### src/rtl/usb_prs_pkg.sv
package usb_prs_pkg;
  typedef enum logic [0:0] {
    PRS_IDLE = 1'b0,
    PRS_BUSY = 1'b1
  } prs_state_e;

  function automatic int unsigned prs_max(input int unsigned a, input int unsigned b);
    return (a > b) ? a : b;
  endfunction
endpackage

### src/rtl/uframe_tick_gen.sv
module uframe_tick_gen #(
  parameter int unsigned UF_CYC_NARROW = 7500,
  parameter int unsigned UF_CYC_WIDE   = 3750
) (
  input  logic clk,
  input  logic rst_n,
  input  logic phy_wide_i,
  output logic tick_o
);
  import usb_prs_pkg::*;

  localparam int unsigned MAXL = prs_max(UF_CYC_NARROW, UF_CYC_WIDE);
  localparam int unsigned CW   = $clog2(MAXL);
  localparam logic [CW-1:0] LAST_N = CW'(UF_CYC_NARROW - 1);
  localparam logic [CW-1:0] LAST_W = CW'(UF_CYC_WIDE - 1);

  logic [CW-1:0] cnt_q, cnt_d;
  logic          wide_q;
  logic          sel_chg;
  logic          at_last;

  always_comb begin
    sel_chg = (phy_wide_i != wide_q);
    at_last = (cnt_q == (phy_wide_i ? LAST_W : LAST_N));
    tick_o  = at_last && !sel_chg;
    if (sel_chg || at_last) cnt_d = '0;
    else                    cnt_d = cnt_q + 1'b1;
  end

  always_ff @(posedge clk or negedge rst_n) begin
    if (!rst_n) begin
      cnt_q  <= '0;
      wide_q <= 1'b0;
    end else begin
      cnt_q  <= cnt_d;
      wide_q <= phy_wide_i;
    end
  end
endmodule

### src/rtl/port_rst_fsm.sv
module port_rst_fsm #(
  parameter int unsigned RST_TICKS = 80
) (
  input  logic clk,
  input  logic rst_n,
  input  logic tick_i,
  input  logic conn_q_i,
  input  logic dev_conn_i,
  input  logic wr_en_i,
  input  logic wr_rst_val_i,
  output logic busy_o,
  output logic done_o,
  output logic port_en_o
);
  import usb_prs_pkg::*;

  localparam int unsigned TCW = $clog2(RST_TICKS + 1);
  localparam logic [TCW-1:0] TLAST = TCW'(RST_TICKS - 1);

  prs_state_e     st_q, st_d;
  logic [TCW-1:0] tcnt_q, tcnt_d;
  logic           en_q, en_d;
  logic           start;

  always_comb begin
    st_d   = st_q;
    tcnt_d = tcnt_q;
    en_d   = en_q;
    done_o = 1'b0;
    start  = wr_en_i && wr_rst_val_i && conn_q_i && dev_conn_i;
    unique case (st_q)
      PRS_IDLE: begin
        if (start) begin
          st_d   = PRS_BUSY;
          tcnt_d = '0;
          en_d   = 1'b0;
        end
      end
      PRS_BUSY: begin
        if (!dev_conn_i) begin
          st_d = PRS_IDLE;
        end else if (tick_i) begin
          if (tcnt_q == TLAST) begin
            st_d   = PRS_IDLE;
            en_d   = 1'b1;
            done_o = 1'b1;
          end else begin
            tcnt_d = tcnt_q + 1'b1;
          end
        end
      end
      default: st_d = PRS_IDLE;
    endcase
    if (!dev_conn_i) en_d = 1'b0;
  end

  always_ff @(posedge clk or negedge rst_n) begin
    if (!rst_n) begin
      st_q   <= PRS_IDLE;
      tcnt_q <= '0;
      en_q   <= 1'b0;
    end else begin
      st_q   <= st_d;
      tcnt_q <= tcnt_d;
      en_q   <= en_d;
    end
  end

  assign busy_o    = (st_q == PRS_BUSY);
  assign port_en_o = en_q;
endmodule

### src/rtl/port_chg_status.sv
module port_chg_status (
  input  logic clk,
  input  logic rst_n,
  input  logic dev_conn_i,
  input  logic done_i,
  input  logic wr_en_i,
  input  logic wr_clr_csc_i,
  input  logic wr_clr_pec_i,
  input  logic irq_en_i,
  output logic conn_o,
  output logic csc_o,
  output logic pec_o,
  output logic irq_o
);
  logic conn_q, csc_q, pec_q;
  logic csc_d, pec_d;

  always_comb begin
    csc_d = csc_q;
    pec_d = pec_q;
    if (wr_en_i && wr_clr_csc_i) csc_d = 1'b0;
    if (wr_en_i && wr_clr_pec_i) pec_d = 1'b0;
    if (dev_conn_i != conn_q)    csc_d = 1'b1;
    if (done_i)                  pec_d = 1'b1;
  end

  always_ff @(posedge clk or negedge rst_n) begin
    if (!rst_n) begin
      conn_q <= 1'b0;
      csc_q  <= 1'b0;
      pec_q  <= 1'b0;
    end else begin
      conn_q <= dev_conn_i;
      csc_q  <= csc_d;
      pec_q  <= pec_d;
    end
  end

  assign conn_o = conn_q;
  assign csc_o  = csc_q;
  assign pec_o  = pec_q;
  assign irq_o  = irq_en_i && (csc_q || pec_q);
endmodule

### src/rtl/usb_port_reset_seq.sv
module usb_port_reset_seq #(
  parameter int unsigned UF_CYC_NARROW = 7500,
  parameter int unsigned UF_CYC_WIDE   = 3750,
  parameter int unsigned RST_TICKS     = 80
) (
  input  logic clk,
  input  logic rst_n,
  input  logic phy_wide_i,
  input  logic dev_conn_i,
  input  logic spd_ok_i,
  input  logic wr_en_i,
  input  logic wr_rst_val_i,
  input  logic wr_clr_csc_i,
  input  logic wr_clr_pec_i,
  input  logic irq_en_i,
  output logic uf_tick_o,
  output logic conn_o,
  output logic port_rst_o,
  output logic port_en_o,
  output logic csc_o,
  output logic pec_o,
  output logic speed_vld_o,
  output logic irq_o
);
  logic tick;
  logic done;
  logic conn_q;

  uframe_tick_gen #(
    .UF_CYC_NARROW (UF_CYC_NARROW),
    .UF_CYC_WIDE   (UF_CYC_WIDE)
  ) u_tick (
    .clk        (clk),
    .rst_n      (rst_n),
    .phy_wide_i (phy_wide_i),
    .tick_o     (tick)
  );

  port_rst_fsm #(
    .RST_TICKS (RST_TICKS)
  ) u_fsm (
    .clk          (clk),
    .rst_n        (rst_n),
    .tick_i       (tick),
    .conn_q_i     (conn_q),
    .dev_conn_i   (dev_conn_i),
    .wr_en_i      (wr_en_i),
    .wr_rst_val_i (wr_rst_val_i),
    .busy_o       (port_rst_o),
    .done_o       (done),
    .port_en_o    (port_en_o)
  );

  port_chg_status u_sts (
    .clk          (clk),
    .rst_n        (rst_n),
    .dev_conn_i   (dev_conn_i),
    .done_i       (done),
    .wr_en_i      (wr_en_i),
    .wr_clr_csc_i (wr_clr_csc_i),
    .wr_clr_pec_i (wr_clr_pec_i),
    .irq_en_i     (irq_en_i),
    .conn_o       (conn_q),
    .csc_o        (csc_o),
    .pec_o        (pec_o),
    .irq_o        (irq_o)
  );

  assign uf_tick_o   = tick;
  assign conn_o      = conn_q;
  assign speed_vld_o = port_en_o && spd_ok_i;
endmodule

### config.mk
export PLATFORM = sky130hd
export DESIGN_NAME = usb_port_reset_seq
export DESIGN_NICKNAME = d
export VERILOG_FILES = /design/src/rtl/usb_prs_pkg.sv /design/src/rtl/uframe_tick_gen.sv /design/src/rtl/port_rst_fsm.sv /design/src/rtl/port_chg_status.sv /design/src/rtl/usb_port_reset_seq.sv
export SDC_FILE = /design/constraint.sdc
export NUM_CORES = 1
export LEC_CHECK = 0
export BUFFER_PORTS_ARGS = -buffer_cell sky130_fd_sc_hd__buf_2
export CAP_MARGIN = 20
export CORE_ASPECT_RATIO = 0.75
export CORE_MARGIN = 2
export CORE_UTILIZATION = 40
export CTS_CLUSTER_DIAMETER = 60
export DETAILED_ROUTE_END_ITERATION = 7
export PLACE_DENSITY_LB_ADDON = 0.3
export SLEW_MARGIN = 20
export SYNTH_ARGS = -nofsm -noshare
export SYNTH_HDL_FRONTEND = slang
export SYNTH_HIERARCHICAL = 1
export SYNTH_SLANG_ARGS = --single-unit
### constraint.sdc
create_clock -name clk -period 2.22 [get_ports clk]
set_input_delay 0.111 -clock clk [delete_from_list [all_inputs] [get_ports clk]]
set_output_delay 0.111 -clock clk [all_outputs]
set_load 0.01 [all_outputs]
# Word-level counts from Yosys, hierarchy flattened
# Index checks and enable logic that the tools add are counted.
classes:
  addsub: 2
  n_mul: 0
  n_div: 0
  magnitude_cmp: 0
  n_eq_ne: 11
  shifts: 0
  mux: 25
  bitwise_logic: 1
  reduce_logical: 15
op_table:
  columns: ["op", "n"]
  rows:
  - ["$mux W7", 4]
  - ["$mux W13", 2]
  - ["$mux W1", 16]
  - ["$pmux W7 S2", 1]
  - ["$add A13 B1 Y13 const B", 1]
  - ["$eq A13 B13 Y1", 1]
  - ["$logic_and A1 B1 Y1", 8]
  - ["$add A7 B1 Y7 const B", 1]
  - ["$eq A7 B7 Y1 const B", 1]
  - ["$ne A2 B2 Y1 const B", 3]
  - ["$ne A3 B3 Y1 const B", 2]
  - ["$pmux W1 S2", 2]
  - ["$reduce_and A4 Y1", 1]
  - ["$reduce_bool A2 Y1", 2]
  - ["$ne A3 B2 Y1 const B", 1]
  - ["$reduce_and A3 Y1", 1]
  - ["$logic_or A1 B1 Y1", 2]
  - ["$ne A1 B1 Y1", 2]
  - ["$ne A2 B1 Y1 const B", 1]
  - ["$logic_not A1 Y1", 1]
  - ["$not A1 Y1", 1]
totals:
  regBits: 26
  latch_bits: 0
  mem_bits_rw: 0
  mem_bits_ro: 0
  input_bits: 10
  elab_cells: 62
  memories: 0

# Logic depth before layout (Yosys ltp)
logic_depth:
  word_depth: 7
  ltp_mapped: 9
  mapped_depth_nobuf: 8

# Modules after synthesis
# Netlist, hierarchy kept.
by_module_without_submodules:
  columns: ["module", "instances", "cells_per_inst", "area_per_inst_um2", "seq_area_each_um2"]
  rows:
  - ["uframe_tick_gen", 1, 70, 753.2, 350.3]
  - ["port_rst_fsm", 1, 58, 543.0, 225.2]
  - ["port_chg_status", 1, 9, 113.9, 75.1]
  - ["usb_port_reset_seq", 1, 1, 6.3, 0.0]

# Least setup slack after synthesis
# Ideal clock, no wire load.
synth_path:
  path_kind: "register to register"
  from: "reg u_tick.cnt_q[9]"
  to: "reg u_fsm.tcnt_q[3]"
  setup_ps: 69
  arrival_ps: 2236
  slack_ps: -85
  path_stages_with_launch: 10
  synth_period_minus_slack_ps: 2305
  cell_sequence: "dfrtp_1 > or4bb_1 > o22ai_2 > nand3_1 > nor2_1 > and3_1 > buf_6 > o31ai_4 > or3_1 > nand3_1"
synth_via:
  elab_chain_cells: 4
synth_rtl:
  columns: ["element", "line", "text"]
  rows:
  - ["start, declared", "uframe_tick_gen.sv:17", "logic [CW-1:0] cnt_q, cnt_d;"]
  - ["start signal, assigned", "uframe_tick_gen.sv:35", "cnt_q <= cnt_d;"]
  - ["$eq A13 B13 Y1", "uframe_tick_gen.sv:24", "at_last = (cnt_q == (phy_wide_i ? LAST_W : LAST_N));"]
  - ["$logic_and A1 B1 Y1", "uframe_tick_gen.sv:25", "tick_o = at_last && !sel_chg;"]
  - ["named net uf_tick_o", "usb_port_reset_seq.sv:16", "output logic uf_tick_o,"]
  - ["$ne A2 B2 Y1 (no source line)", null, null]
  - ["$reduce_and A4 Y1 (no source line)", null, null]
  - ["end signal, assigned", "port_rst_fsm.sv:64", "tcnt_q <= tcnt_d;"]
  - ["end, declared", "port_rst_fsm.sv:21", "logic [TCW-1:0] tcnt_q, tcnt_d;"]
# The timed path passes the listed nets, and every way through them passes these cells.
# A chain may end at the register's enable or synchronous reset.

# Final worst setup path
layout_path:
  from: "reg u_tick.cnt_q[9]"
  to: "reg u_fsm.tcnt_q[3]"
layout_via:
  elab_chain_cells: 4
layout_rtl:
  columns: ["element", "line"]
  rows:
  - ["$eq A13 B13 Y1", "uframe_tick_gen.sv:24"]
  - ["$logic_and A1 B1 Y1", "uframe_tick_gen.sv:25"]
  - ["$ne A2 B2 Y1 (no source line)", null]
  - ["$reduce_and A4 Y1 (no source line)", null]
# No other way between the ends.

==> flow_summary.toml <==
[floorplanning]
rows = 18
start_util_pct = 42.5
die_x_um = 72.7
io_pins = 18
core-area_um2 = 3330
die-area_um2 = 4040
dieHeight_um = 55.5

[sta]
setup_ws_ns = 0.0732
slew_headroom_pct = 60.9
max_freq_mhz = 466
hold_ws_ns = 0.0232
fin_crit_sh_pct = 96.7
tightestPinTransition_ns = 0.586
setup_viol = 0
hold_violations = 0
period_needed_ns = 2.15
fin_skew_ns = 0.0107
slew_viol_final = 0

[place]
post-place-cells = 197
dpl_worst_slack_ns = 0.0340
gp_congestion = 0.803
io_buffer_count = 17
hpwl_mm = 1.98

[yosys]
synth_top_cells_by_count = "dfrtp_1 (26), nand3_1 (19), xor2_1 (11)"
synth_top_family_by_area = "simple AND/OR/NAND/NOR gates"
synth-xor-area-share_pct = 7.42
yosysMostFrequentCell = "dfrtp_1"
synth_flop_cell = "dfrtp_1"
netlist-cell-type-count = 39
muxShareOfSynthArea_pct = 0
synth.largest_area_cell = "dfrtp_1"
yosysSeqAreaShare_pct = 45.9
syn_inst = 138
synthTopCellsByArea = "dfrtp_1 (46%), xor2_1 (6.8%), nand3_1 (6.7%), nor2_2 (4.4%), o21ai_0 (2.5%)"
ys_ff_latch = 26
syn_nets = 150
synth_fa_ha_area_share_pct = 1.77
yosys.area_share.simple_pct = 27.8
synth_edf_count = 0
avgSynthCellArea_um2 = 10.3
synth_compound_area_share_pct = 13.2
yosysTopAreaCellShare_pct = 45.9
ys_async_sr_fraction_pct = 100
syn-cell-area_um2 = 1420
yosys_warnings = 6

[cts]
cts_tree = "done"
cts_buffer_depth = 2
numCtsBuffers = 3
clock_latency_ns = 0.27
clkSinkCount = 26
cts_max_level = 1
cts_root_buf = "clkbuf_8"
clkSlewWorstSetupHoldPaths_ns = 0.09

[worst_setup_path]
critPathKind = "reg2reg"
worstPathBufferInverterCount = 0
slowest_stage = "or4bb_1"
crit_fanout = 5
cp_slowest_stage_delay_ns = 0.50
endpoint_kind = "flip-flop"
r2r_slack_ns = 0.07
arrival_ns = 2.36
worstPathRequired_ns = 2.43
crit_chain = "or4bb_1, o22ai_2, nand3_2, nor2_4, and3_4, o31ai_4, or3_1, nand3_1"
cp-start-kind = "flip-flop"
cp_top_family = "simple AND/OR/NAND/NOR gates"

[grt]
grt_max_degree = 27
grt_pass1_wl_mm = 4.84
track_usage_pct = 14.9
grt_pass1_vias = 1083
grt_overflow = 0
antenna_found_initial = 0

[detailed_routing]
first_pass_iters = 8
num_vias = 1127
ant_nets = 0
wl_mm = 2.89
wl_per_cell_um = 13.9
vias_per_cell = 5.42
drc = 1
drt_iter0_markers = 82

[power_and_ir_drop]
p_leak_nw = 0.754
p_sw_share_pct = 22.4
combPwrFrac_pct = 9.4
seq_power_share_pct = 51.8
power_frac_clock_pct = 38.8
intPower_mw = 0.772
power_density_nw_per_um2 = 588
p_sw_mw = 0.223
ir_worst_vdd_v = 0.000368

[layout]
diodes = 0
nets = 181
layout.cells.non_filler = 208
syn_to_final_growth_pct = 19.5
drive_gt1_share_pct = 29.8

[min_path]
hold_path_class = "in2reg"

[run_status]
status = "complete, but fails checks"
violations = "design-rule violations"

[run]
maxCapViolCount = 0
## metrics by stage
step,total power [mW],utilization [%],cell area [um2],setup TNS [ns]
CTS,1.01,49.4,1650,0
detailed placement,0.617,46.7,1560,0
floorplan,0.577,-,1420,0
finish,0.995,50.8,1690,0
global placement,0.613,46.7,1560,0
global route,1.05,50.8,1690,-0.0117
## cell usage in the layout, fill, tap and decap left out, drive strengths merged, types with 2 or more instances in the layout
cell type / instances
and2: 3
o31ai: 2
ha: 2
o21a: 2
inv: 4
a21o: 2
and3: 3
xor2: 11
nor2: 13
nand3b: 2
a21oi: 2
or3: 2
and4: 3
nand3: 20
dfrtp: 26
or4bb: 2
o21ai: 10
nand4: 4
nand2: 6
buf: 28
a31oi: 2
nand2b: 4
clkbuf: 3
## cell families after synthesis
logic type	count (synthesis)
adders and majority gates	2
xor gates and xnor gates	12
DFF	26
AOI/OAI and AO/OA	25
and+or+nand+nor	66
buffers and inverters	7
## power by group through the flow
stage                     sequential (mW)  clock (mW)  combinational (mW)
after floorplan                     0.521           0              0.0558
after global placement              0.522           0              0.0909
after detailed placement            0.524           0              0.0936
after CTS                           0.515       0.397              0.0954
after global routing                0.518       0.422               0.106
final                               0.515       0.386              0.0938
## state kept, by name, summed over array words and instances (netlist names)
name             cells
u_tick/cnt_q        13
u_fsm/tcnt_q         7
u_fsm/busy_o         1
u_fsm/port_en_o      1
u_sts/conn_o         1
u_sts/csc_o          1
u_sts/pec_o          1
u_tick/wide_q        1
## final timing paths
kind / start / depth (start not counted) / to
setup / recovery: u_tick/cnt_q[9]$_DFF_PN0_ / 8 / u_fsm/tcnt_q[3]$_DFFE_PN0P_
hold / removal: phy_wide_i / 1 / u_tick/wide_q$_DFF_PN0_
setup reg to reg: u_tick/cnt_q[9]$_DFF_PN0_ / 8 / u_fsm/tcnt_q[3]$_DFFE_PN0P_
hold reg to reg: u_sts/pec_o$_DFFE_PN0P_ / 1 / u_sts/pec_o$_DFFE_PN0P_
max in group asynchronous: rst_n / 2 / u_tick/cnt_q[4]$_DFF_PN0_
min in group asynchronous: rst_n / 2 / u_fsm/tcnt_q[3]$_DFFE_PN0P_
## per-layer routing
metal  up-vias  part of all wire [%]  global-route usage (%)
met5         -                     0                       0
met4         0                  0.35                    1.85
li1        560                     -                       -
met2        27                    47                    23.1
met1       538                    48                    21.1
met3         2                   4.7                    4.38
## area by class of cell
class | count | area [um2]
Sequential cell | 26 | 651
Fill cell | 291 | 1640
Tap cell | 40 | 50.0
Inverter | 4 | 15.0
Clock inverter | 1 | 30.0
Clock buffer | 3 | 41.3
Multi-Input combinational cell | 105 | 728
Timing Repair Buffer | 29 | 178
## what timing repair did
item                                   in CTS  in global routing
pin swaps                                   0                  1
resized for setup                           0                  3
buffers inserted                            1                  5
setup endpoints to repair                   1                  3
endpoints found under the hold margin      26                  0
hold buffers                                1                  0
No activity file was read; power rests on OpenSTA's default activity.
